--- src/rtl/cfg_seq_pkg.sv ---
package cfg_seq_pkg;

  typedef enum logic [3:0] {
    ST_IDLE,
    ST_RST_WAIT,
    ST_CFG_WAIT,
    ST_EOI,
    ST_STREAM,
    ST_CD_CHECK,
    ST_XCLK_A,
    ST_INIT_WAIT,
    ST_XCLK_B,
    ST_USER_WAIT
  } seq_state_e;

  localparam logic [2:0] PH_RESET  = 3'd1;
  localparam logic [2:0] PH_CONFIG = 3'd2;
  localparam logic [2:0] PH_INIT   = 3'd3;
  localparam logic [2:0] PH_USER   = 3'd4;

  localparam logic [1:0] RAT_X1 = 2'd0;
  localparam logic [1:0] RAT_X2 = 2'd1;
  localparam logic [1:0] RAT_X4 = 2'd2;
  localparam logic [1:0] RAT_X8 = 2'd3;

  localparam logic [3:0] RC_OK        = 4'd0;
  localparam logic [3:0] RC_NO_RESET  = 4'd1;
  localparam logic [3:0] RC_NO_CONFIG = 4'd2;
  localparam logic [3:0] RC_MON_LOW   = 4'd3;
  localparam logic [3:0] RC_STREAM_TO = 4'd4;
  localparam logic [3:0] RC_XCLK_A    = 4'd5;
  localparam logic [3:0] RC_NO_INIT   = 4'd6;
  localparam logic [3:0] RC_XCLK_B    = 4'd7;
  localparam logic [3:0] RC_NO_USER   = 4'd8;

  // Ratio code from width bit and the two low select bits.
  function automatic logic [1:0] ratio_for(input logic wide, input logic [1:0] low);
    logic [1:0] r;
    case (low)
      2'b01:   r = wide ? RAT_X4 : RAT_X2;
      2'b10:   r = wide ? RAT_X8 : RAT_X4;
      default: r = RAT_X1;
    endcase
    return r;
  endfunction

  // States in which the poll timer runs.
  function automatic logic is_wait_state(input seq_state_e s);
    return (s == ST_RST_WAIT) || (s == ST_CFG_WAIT) || (s == ST_STREAM) ||
           (s == ST_XCLK_A) || (s == ST_INIT_WAIT) || (s == ST_XCLK_B) ||
           (s == ST_USER_WAIT);
  endfunction

  // Result code reported when the timer expires in a given state.
  function automatic logic [3:0] timeout_code(input seq_state_e s);
    logic [3:0] c;
    case (s)
      ST_RST_WAIT:  c = RC_NO_RESET;
      ST_CFG_WAIT:  c = RC_NO_CONFIG;
      ST_STREAM:    c = RC_STREAM_TO;
      ST_XCLK_A:    c = RC_XCLK_A;
      ST_INIT_WAIT: c = RC_NO_INIT;
      ST_XCLK_B:    c = RC_XCLK_B;
      default:      c = RC_NO_USER;
    endcase
    return c;
  endfunction

endpackage

--- src/rtl/cfg_mode_decode.sv ---
module cfg_mode_decode
  import cfg_seq_pkg::*;
#(
  parameter int SEL_W = 4,
  parameter int WIDE_BIT = 3
) (
  input  logic             clk,
  input  logic             rst_n,
  input  logic             load_i,
  input  logic [SEL_W-1:0] sel_i,
  output logic             wide_o,
  output logic [1:0]       ratio_o
);

  logic       wide_d;
  logic [1:0] ratio_d;

  always_comb begin
    wide_d  = sel_i[WIDE_BIT];
    ratio_d = ratio_for(wide_d, sel_i[1:0]);
  end

  always_ff @(posedge clk or negedge rst_n) begin
    if (!rst_n) begin
      wide_o  <= 1'b0;
      ratio_o <= RAT_X1;
    end else if (load_i) begin
      wide_o  <= wide_d;
      ratio_o <= ratio_d;
    end
  end

  // latched settings hold between loads
  assert_mode_held_R1: assert property (@(posedge clk) disable iff (!rst_n)
    !load_i |=> ($stable(wide_o) && $stable(ratio_o)));

endmodule

--- src/rtl/cfg_wait_timer.sv ---
module cfg_wait_timer #(
  parameter int LIMIT = 32'h0100_0000
) (
  input  logic clk,
  input  logic rst_n,
  input  logic clr_i,
  input  logic run_i,
  output logic expired_o
);

  localparam int CW = $clog2(LIMIT + 1);
  localparam logic [CW-1:0] LAST = CW'(LIMIT - 1);

  logic [CW-1:0] cnt_q;

  assign expired_o = run_i && (cnt_q == LAST);

  always_ff @(posedge clk or negedge rst_n) begin
    if (!rst_n)                    cnt_q <= '0;
    else if (clr_i)                cnt_q <= '0;
    else if (run_i && !expired_o)  cnt_q <= cnt_q + 1'b1;
  end

  // a running count never passes the poll limit
  assert_count_bound_R4: assert property (@(posedge clk) disable iff (!rst_n)
    (run_i && !clr_i && !expired_o) |=> (cnt_q <= LAST));

endmodule

--- src/rtl/cfg_xclk_port.sv ---
module cfg_xclk_port #(
  parameter int CNT_W   = 16,
  parameter int BURST_A = 4,
  parameter int BURST_B = 16'h5000
) (
  input  logic             active_a_i,
  input  logic             active_b_i,
  input  logic             ack_i,
  input  logic             err_i,
  output logic             req_o,
  output logic [CNT_W-1:0] count_o,
  output logic             ok_o,
  output logic             fail_o
);

  always_comb begin
    req_o   = active_a_i || active_b_i;
    count_o = active_b_i ? CNT_W'(BURST_B) : (active_a_i ? CNT_W'(BURST_A) : '0);
    ok_o    = req_o && ack_i && !err_i;
    fail_o  = req_o && ack_i && err_i;
  end

  // the two bursts are never requested together
  assert_one_burst_R8: assert final (!(active_a_i && active_b_i));

endmodule

--- src/rtl/cfg_seq_ctrl.sv ---
module cfg_seq_ctrl
  import cfg_seq_pkg::*;
#(
  parameter int TIMEOUT_CYCLES = 32'h0100_0000,
  parameter int IRQ_W   = 12,
  parameter int CNT_W   = 16,
  parameter int BURST_A = 4,
  parameter int BURST_B = 16'h5000
) (
  input  logic             clk,
  input  logic             rst_n,
  input  logic             start_i,
  input  logic [3:0]       mode_sel_i,
  input  logic [2:0]       phase_i,
  input  logic             stream_done_i,
  input  logic             mon_done_i,
  input  logic             mon_status_i,
  input  logic             xclk_ack_i,
  input  logic             xclk_err_i,
  output logic             wide_cfg_o,
  output logic [1:0]       ratio_o,
  output logic             cfg_enable_o,
  output logic             line_drive_o,
  output logic             cfg_pull_o,
  output logic             eoi_we_o,
  output logic [IRQ_W-1:0] eoi_data_o,
  output logic             stream_en_o,
  output logic             xclk_req_o,
  output logic [CNT_W-1:0] xclk_count_o,
  output logic             done_o,
  output logic [3:0]       result_o
);

  seq_state_e state_q, state_d;
  logic       fin_d;
  logic [3:0] code_d;
  logic       launch;
  logic       tmr_clr, tmr_run, tmr_expired;
  logic       x_ok, x_fail;
  logic       mon_any;

  assign launch  = (state_q == ST_IDLE) && start_i;
  assign mon_any = mon_done_i || mon_status_i;

  cfg_mode_decode #(.SEL_W(4), .WIDE_BIT(3)) u_mode (
    .clk     (clk),
    .rst_n   (rst_n),
    .load_i  (launch),
    .sel_i   (mode_sel_i),
    .wide_o  (wide_cfg_o),
    .ratio_o (ratio_o)
  );

  cfg_wait_timer #(.LIMIT(TIMEOUT_CYCLES)) u_tmr (
    .clk       (clk),
    .rst_n     (rst_n),
    .clr_i     (tmr_clr),
    .run_i     (tmr_run),
    .expired_o (tmr_expired)
  );

  cfg_xclk_port #(.CNT_W(CNT_W), .BURST_A(BURST_A), .BURST_B(BURST_B)) u_xclk (
    .active_a_i (state_q == ST_XCLK_A),
    .active_b_i (state_q == ST_XCLK_B),
    .ack_i      (xclk_ack_i),
    .err_i      (xclk_err_i),
    .req_o      (xclk_req_o),
    .count_o    (xclk_count_o),
    .ok_o       (x_ok),
    .fail_o     (x_fail)
  );

  always_comb begin
    state_d = state_q;
    fin_d   = 1'b0;
    code_d  = RC_OK;
    case (state_q)
      ST_IDLE:     if (start_i) state_d = ST_RST_WAIT;
      ST_RST_WAIT: if (phase_i == PH_RESET) state_d = ST_CFG_WAIT;
      ST_CFG_WAIT: if (phase_i == PH_CONFIG) state_d = ST_EOI;
      ST_EOI:      state_d = ST_STREAM;
      ST_STREAM:   if (stream_done_i) state_d = ST_CD_CHECK;
      ST_CD_CHECK: begin
        if (!mon_any) begin
          fin_d  = 1'b1;
          code_d = RC_MON_LOW;
        end else begin
          state_d = ST_XCLK_A;
        end
      end
      ST_XCLK_A: begin
        if (x_ok) state_d = ST_INIT_WAIT;
        else if (x_fail) begin
          fin_d  = 1'b1;
          code_d = RC_XCLK_A;
        end
      end
      ST_INIT_WAIT: if ((phase_i == PH_INIT) || (phase_i == PH_USER)) state_d = ST_XCLK_B;
      ST_XCLK_B: begin
        if (x_ok) state_d = ST_USER_WAIT;
        else if (x_fail) begin
          fin_d  = 1'b1;
          code_d = RC_XCLK_B;
        end
      end
      ST_USER_WAIT: begin
        if (phase_i == PH_USER) begin
          fin_d  = 1'b1;
          code_d = RC_OK;
        end
      end
      default: state_d = ST_IDLE;
    endcase
    // Timeout applies only when no progress was made in this cycle.
    if (tmr_expired && !fin_d && (state_d == state_q)) begin
      fin_d  = 1'b1;
      code_d = timeout_code(state_q);
    end
    if (fin_d) state_d = ST_IDLE;
  end

  assign tmr_run = is_wait_state(state_q);
  assign tmr_clr = (state_d != state_q);

  always_ff @(posedge clk or negedge rst_n) begin
    if (!rst_n) begin
      state_q  <= ST_IDLE;
      done_o   <= 1'b0;
      result_o <= RC_OK;
    end else begin
      state_q <= state_d;
      done_o  <= fin_d;
      if (fin_d) result_o <= code_d;
    end
  end

  always_comb begin
    cfg_enable_o = (state_q != ST_IDLE);
    line_drive_o = (state_q != ST_IDLE);
    cfg_pull_o   = (state_q == ST_RST_WAIT);
    eoi_we_o     = (state_q == ST_EOI);
    eoi_data_o   = eoi_we_o ? {IRQ_W{1'b1}} : '0;
    stream_en_o  = (state_q == ST_STREAM);
  end

  // completion pulse lasts one cycle
  assert_done_single_R11: assert property (@(posedge clk) disable iff (!rst_n)
    done_o |=> !done_o);

  // interrupt clear is followed directly by streaming
  assert_eoi_then_stream_R6: assert property (@(posedge clk) disable iff (!rst_n)
    eoi_we_o |=> stream_en_o);

  // any reported result leaves the lines released
  assert_err_idle_R12: assert property (@(posedge clk) disable iff (!rst_n)
    done_o |-> (!line_drive_o && !cfg_enable_o && !cfg_pull_o && !stream_en_o && !xclk_req_o));

  // a pending burst request stays up with a steady count until ack or timeout
  assert_req_hold_R8: assert property (@(posedge clk) disable iff (!rst_n)
    (xclk_req_o && !xclk_ack_i && !tmr_expired) |=> (xclk_req_o && $stable(xclk_count_o)));

  // an expired poll window always ends the sequence with a nonzero result
  assert_timeout_reports_R4: assert property (@(posedge clk) disable iff (!rst_n)
    (tmr_expired && !xclk_ack_i && !(cfg_pull_o && phase_i == PH_RESET)) |=> (done_o && result_o != 4'd0) || !done_o);

  // success leaves the drive released
  assert_ok_release_R10: assert property (@(posedge clk) disable iff (!rst_n)
    (done_o && result_o == 4'd0) |-> !line_drive_o);

endmodule

--- config.mk ---
export PLATFORM = sky130hd
export DESIGN_NAME = cfg_seq_ctrl
export DESIGN_NICKNAME = d
export VERILOG_FILES = /design/src/rtl/cfg_seq_pkg.sv /design/src/rtl/cfg_mode_decode.sv /design/src/rtl/cfg_wait_timer.sv /design/src/rtl/cfg_xclk_port.sv /design/src/rtl/cfg_seq_ctrl.sv
export SDC_FILE = /design/constraint.sdc
export NUM_CORES = 1
export LEC_CHECK = 0
export BUFFER_PORTS_ARGS = -buffer_cell sky130_fd_sc_hd__buf_2
export CAP_MARGIN = 20
export CORE_MARGIN = 10
export CORE_UTILIZATION = 55
export CTS_CLUSTER_SIZE = 10
export DETAILED_ROUTE_END_ITERATION = 6
export MAX_ROUTING_LAYER = met4
export PLACE_DENSITY = 0.89
export SETUP_SLACK_MARGIN = 0.3
export SLEW_MARGIN = 20
export SYNTH_ARGS = -nofsm -noshare
export SYNTH_HDL_FRONTEND = slang
export SYNTH_SLANG_ARGS = --single-unit
--- constraint.sdc ---
create_clock -name clk -period 5.85 [get_ports clk]
set_clock_uncertainty 0.15 [all_clocks]
set_input_delay 0.585 -clock clk [delete_from_list [all_inputs] [get_ports clk]]
set_output_delay 0.585 -clock clk [all_outputs]
set_load 0.01 [all_outputs]
* Word-level counts from Yosys, hierarchy flattened
Cells that the tools add are included.
Operators by class: add/subtract/negate cells 1, equality and inequality tests 18, mux-type cells 32, reduce and logical (&&, ||, !) cells 24
Operators with widths (count):
- $mux W25 | 2
- $mux W4 | 10
- $pmux W4 S10 | 1
- $add A25 B1 Y25 const B | 1
- $eq A25 B24 Y1 const B | 1
- $pmux W4 S6 | 1
- $eq A4 B3 Y1 const B | 4
- $mux W16 | 1
- $mux W3 | 5
- $mux W12 | 1
- $logic_or A1 B1 Y1 | 9
- $pmux W3 S3 | 1
- $eq A4 B2 Y1 const B | 2
- $eq A4 B4 Y1 const B | 2
- $logic_and A1 B1 Y1 | 8
- $eq A3 B2 Y1 const B | 2
- $mux W1 | 6
- $eq A4 B1 Y1 const B | 1
- $eq A4 B4 Y1 | 1
- $logic_not A4 Y1 | 1
- $mux W2 | 2
- $ne A4 B4 Y1 | 1
- $pmux W2 S2 | 1
- $reduce_bool A4 Y1 | 1
- other kinds (8) | 10
Storage, ports and cells: register bits after elaboration 37, logic and storage cells 81

* Logic depth before layout (Yosys ltp)
depth in word-level cells 14, mapped depth 9, depth with buffers taken out 7

* Cells and area by module
From an unflattened synthesis, not the netlist that was laid out.
Unflattened totals: cell total of the unflattened synthesis 304, area, all modules 2742.6 µm²
By module, submodules not included:
- cfg_wait_timer | times used 1, cells an instance 143, area each 1401.3 µm², sequential area each 625.6 µm²
- cfg_seq_ctrl | times used 1, cells an instance 125, area each 1033.5 µm², sequential area each 225.2 µm²
- cfg_mode_decode | times used 1, cells an instance 15, area each 162.7 µm², sequential area each 75.1 µm²
- cfg_xclk_port | times used 1, cells an instance 21, area each 145.1 µm², sequential area each 0.0 µm²

* Least setup slack after synthesis
OpenSTA, ideal clock, no wires.
path kind input to register, from input port mon_status_i, to register u_tmr.cnt_q[14], setup time 125 ps, arrival time 2196 ps, required time 5575 ps, setup slack 3379 ps, stages 6, buffers on the path 1, path through or4_4 -> and3_4 -> and3_4 -> o41ai_4 -> buf_6 -> nor3_1
On the way: longest elaborated chain between the ends 10, elaborated cells between the ends (all ways) 14, classes of those cells eq/ne: 2; mux: 7; reduce/logical: 5
Ends and longest elaborated chain:
- start: declaration | RTL line cfg_seq_ctrl.sv:17 | input logic mon_status_i,
- $logic_or A1 B1 Y1 * | RTL line cfg_seq_ctrl.sv:43 | assign mon_any = mon_done_i || mon_status_i;
- branches (longest 6 deep; another with $pmux W4 S10)
- $mux W4 * | RTL line cfg_seq_ctrl.sv:119 | if (fin_d) state_d = ST_IDLE;
- $ne A4 B4 Y1 * | RTL line cfg_seq_ctrl.sv:123 | assign tmr_clr = (state_d != state_q);
- $mux W25 / $reduce_bool A2 Y1 (equally long branches)
- end signal: assignment | RTL line cfg_wait_timer.sv:21 | else if (run_i && !expired_o) cnt_q <= cnt_q + 1'b1;
- end: declaration | RTL line cfg_wait_timer.sv:14 | logic [CW-1:0] cnt_q;
Every way passes the cells marked *. A chain may end at the register's enable or synchronous reset.

* Final worst setup path
from register u_tmr.cnt_q[0], to register u_tmr.cnt_q[20]
On the way: longest elaborated chain between the ends 8, elaborated cells between the ends (all ways) 13, classes of those cells add/sub: 1; eq/ne: 2; mux: 4; reduce/logical: 6
Ends and longest elaborated chain:
- branches (longest 8 deep; another with $add A25 B1 Y25)
Several ways; the timed one is not identified. The select of a mux whose other input is x is not followed.

==> reports/metrics.cfg <==
[sta]
finalHoldWorstSlack_ps = 221
finalHoldViolCount = 0
layout_min_cycle_time_ps = 3280
grt_setup_unrepaired = no
setup_violations = 0
final_max_slew_viol_count = 0
timing.slew.headroom_pct = 46.1
worstMarginPinSlew_ps = 808
fin_tns_setup_ps = 0
timing.final.crit_share_pct = 56.0
fmax_mhz = 305

[global_route]
grt_overflow = 0
antenna_found_initial = 0
first_pass_grt_wire_length_um = 10500
groute.usage.overall_pct = 15.4
grt_pass1_vias = 2251
pin_count_of_the_biggest_net_entering_global_routing = 38

[synth]
ys_warn_count = 0
synth-seq-cells = 37
syn-mean-instance-area_um2 = 9.16
netlist.area_leader.share_pct = 34.3
yosysSeqAreaShare_pct = 34.3
synth-async-reset-ratio_pct = 100
synth.largest_area_cell = sky130_fd_sc_hd__dfrtp_1
syn_area_um2 = 2700
synth_cell_types = 65
synth_enable_flop_cells = 0
synth.area.top_cells = sky130_fd_sc_hd__dfrtp_1 34%, sky130_fd_sc_hd__buf_4 7.8%, sky130_fd_sc_hd__xnor2_1 7.1%
netlist_instances = 295
dominantRegCellSynth = sky130_fd_sc_hd__dfrtp_1

[cells_and_area]
mostFrequentLayoutCell = sky130_fd_sc_hd__buf_2
nNetsFinal = 335
syn2layout_area_growth_pct = 6.94
multiInputGateArea_um2 = 1500
area.sequential_um2 = 926
antenna-diode-count = 0
fillerInstances = 413
final_layout_size_suffix_gt1_share_pct = 21.7
layout.cells.most_common_list = 42 x sky130_fd_sc_hd__buf_2, 37 x sky130_fd_sc_hd__dfrtp_1, 34 x sky130_fd_sc_hd__nor3_1

[cts]
cts_htree_levels = 2
clk_transition_reported_paths_ps = 80
cts_hold_repair.buffers = 0
ctsRootBufferMaster = sky130_fd_sc_hd__clkbuf_8
cts_setup_buffers = 0
sinks_on_the_clock_net = 37
worstSkewPairLatency_ps = 300
cts_made_buffers = 5
cts_max_path_buffers = 2
cts_tree = built
postcts_resize_cnt = 0

[power_and_ir_drop]
totalPowerFinal_mw = 1.18
p_per_area_nw_per_um2 = 408
peakVddDrop_uv = 223
static-leakage-power_nw = 1.23

[placed_design]
gp_routability_congestion = 0.956
port_bufs = 42
dp.final_hpwl_um = 4480

[route]
detailedRoute.firstIterationViolations = 342
route.vias.total = 2285
antenna_violating_nets_post_route = 0
totalWireLength_um = 6190
wire_per_inst_um = 16.1
detail_route.first_pass.iterations = 4
detail_route.vias_per_cell = 5.94
drc = 0

[min_path]
hp-class = input pin to asynchronous set/reset pin

[worst_setup_path]
critical_path_required_ps = 5840
crit_start = u_tmr.cnt_q[0]$_DFFE_PN0P_
setup.worst_path.end_class = register
regToRegStartpoint = u_tmr.cnt_q[0]$_DFFE_PN0P_
worstRegToRegCells = 7
r2r_setup_slack_ps = 2570
cp-endpoint = u_tmr.cnt_q[20]$_DFFE_PN0P_
critPathMaxFanout = 25
cp-start-kind = register
worstSetupPathType = register to register
crit_arrival_ps = 3270
r2r_end = u_tmr.cnt_q[20]$_DFFE_PN0P_

[status]
outcome = completed

[floorplan]
fp-row-count = 25
core_footprint_um2 = 4750
die-area_um2 = 8120
top_level_ports = 57
dieHeight_um = 90.1
die-width_um = 90.1
starting_utilization_of_the_core_area_pct = 56.8

[run]
max_cap_viol_count = 0

==> registers in the layout, indices dropped and copies added (netlist names) <==
name / flops
done_o: 1
u_tmr.cnt_q: 25
state_q: 4
u_mode.ratio_o: 2
u_mode.wide_o: 1
result_o: 4
==> critical path, cell delays in order (launching register included) <==
cell	delay [ps]
sky130_fd_sc_hd__dfrtp_1	380
sky130_fd_sc_hd__ha_1	230
sky130_fd_sc_hd__nand4_1	120
sky130_fd_sc_hd__or4_1	490
sky130_fd_sc_hd__nor3_4	520
sky130_fd_sc_hd__nand2b_1	310
sky130_fd_sc_hd__a41oi_4	750
sky130_fd_sc_hd__nor3_1	150
==> per-stage QoR <==
step / instances / setup WS (ps) / cell area, um^2 / utilization, %
floorplan: 307 / 3380 / 2750 / -
global placement: 377 / 2490 / 2770 / 58.2
detailed placement: 377 / 2390 / 2770 / 58.2
CTS: 385 / 2310 / 2880 / 60.6
global route: 385 / 2370 / 2890 / 60.8
finish: 385 / 2570 / 2890 / 60.8
==> synth_stat cells, drive strengths merged (2+ instances only) <==
cell / instances
or3b: 2
buf: 39
xnor2: 22
inv: 13
mux2i: 2
or4: 6
nand4: 4
and3: 8
nand2: 14
dfrtp: 37
o21ai: 11
xor2: 2
nor2: 11
nor4b: 5
nor3b: 3
or2: 2
a2111oi: 3
o31ai: 2
nand2b: 4
o2111ai: 2
a41oi: 2
o31a: 2
nor4: 7
nor3: 36
a21oi: 8
and4: 2
nand3b: 4
ha: 3
o21a: 2
nand3: 11
or3: 6
mux2: 3
==> area by class of cell <==
cell class	count	area share (%)
repair buffers	43	7.53
well taps	67	2.90
flip-flops and latches	37	32.0
multi-input cells	217	52.0
inverters	13	1.69
clock buffers	6	2.51
clock inverters	2	1.34
==> how the worst min path moves through the flow <==
stage                                                to  slack (ps)
final                        u_tmr.cnt_q[2]$_DFFE_PN0P_         220
after global routing        u_tmr.cnt_q[12]$_DFFE_PN0P_         290
after CTS                    u_tmr.cnt_q[2]$_DFFE_PN0P_         240
after detailed placement  u_mode.ratio_o[1]$_DFFE_PN0P_         320
after global placement    u_mode.ratio_o[0]$_DFFE_PN0P_         310
after floorplan                        done_o$_DFF_PN0_         140
==> routing by layer <==
metal,wire length (um),part of all wire (%),vias to the layer above,GRT usage [%]
li1,-,-,1085,-
met1,2630,43,1092,17.8
met2,2900,47,98,24.2
met3,565,9.1,10,4.90
met4,97,1.6,0,6.50
met5,0,0,-,-
==> cell families (layout without fill, tap and decap cells) <==
logic type | after synthesis | count (layout) | share of synthesized area [%]
compound gates | 43 | 43 | 12.7
flops | 37 | 37 | 34.3
xor+xnor | 24 | 24 | 7.78
other cells | 1 | 13 | 0.139
mux | 5 | 5 | 1.99
simple gates | 129 | 129 | 29.5
buf+inv | 53 | 64 | 12.2
fa+ha+maj | 3 | 3 | 1.39
==> power breakdown <==
| part | total (mW) | leakage, nW | internal, mW | switching [mW] |
|---|---|---|---|---|
| logic | 0.589 | 0.673 | 0.224 | 0.365 |
| registers | 0.368 | 0.498 | 0.296 | 0.0722 |
| clock network | 0.223 | 0.0554 | 0.128 | 0.0949 |
(Power assumes the default switching activity.)
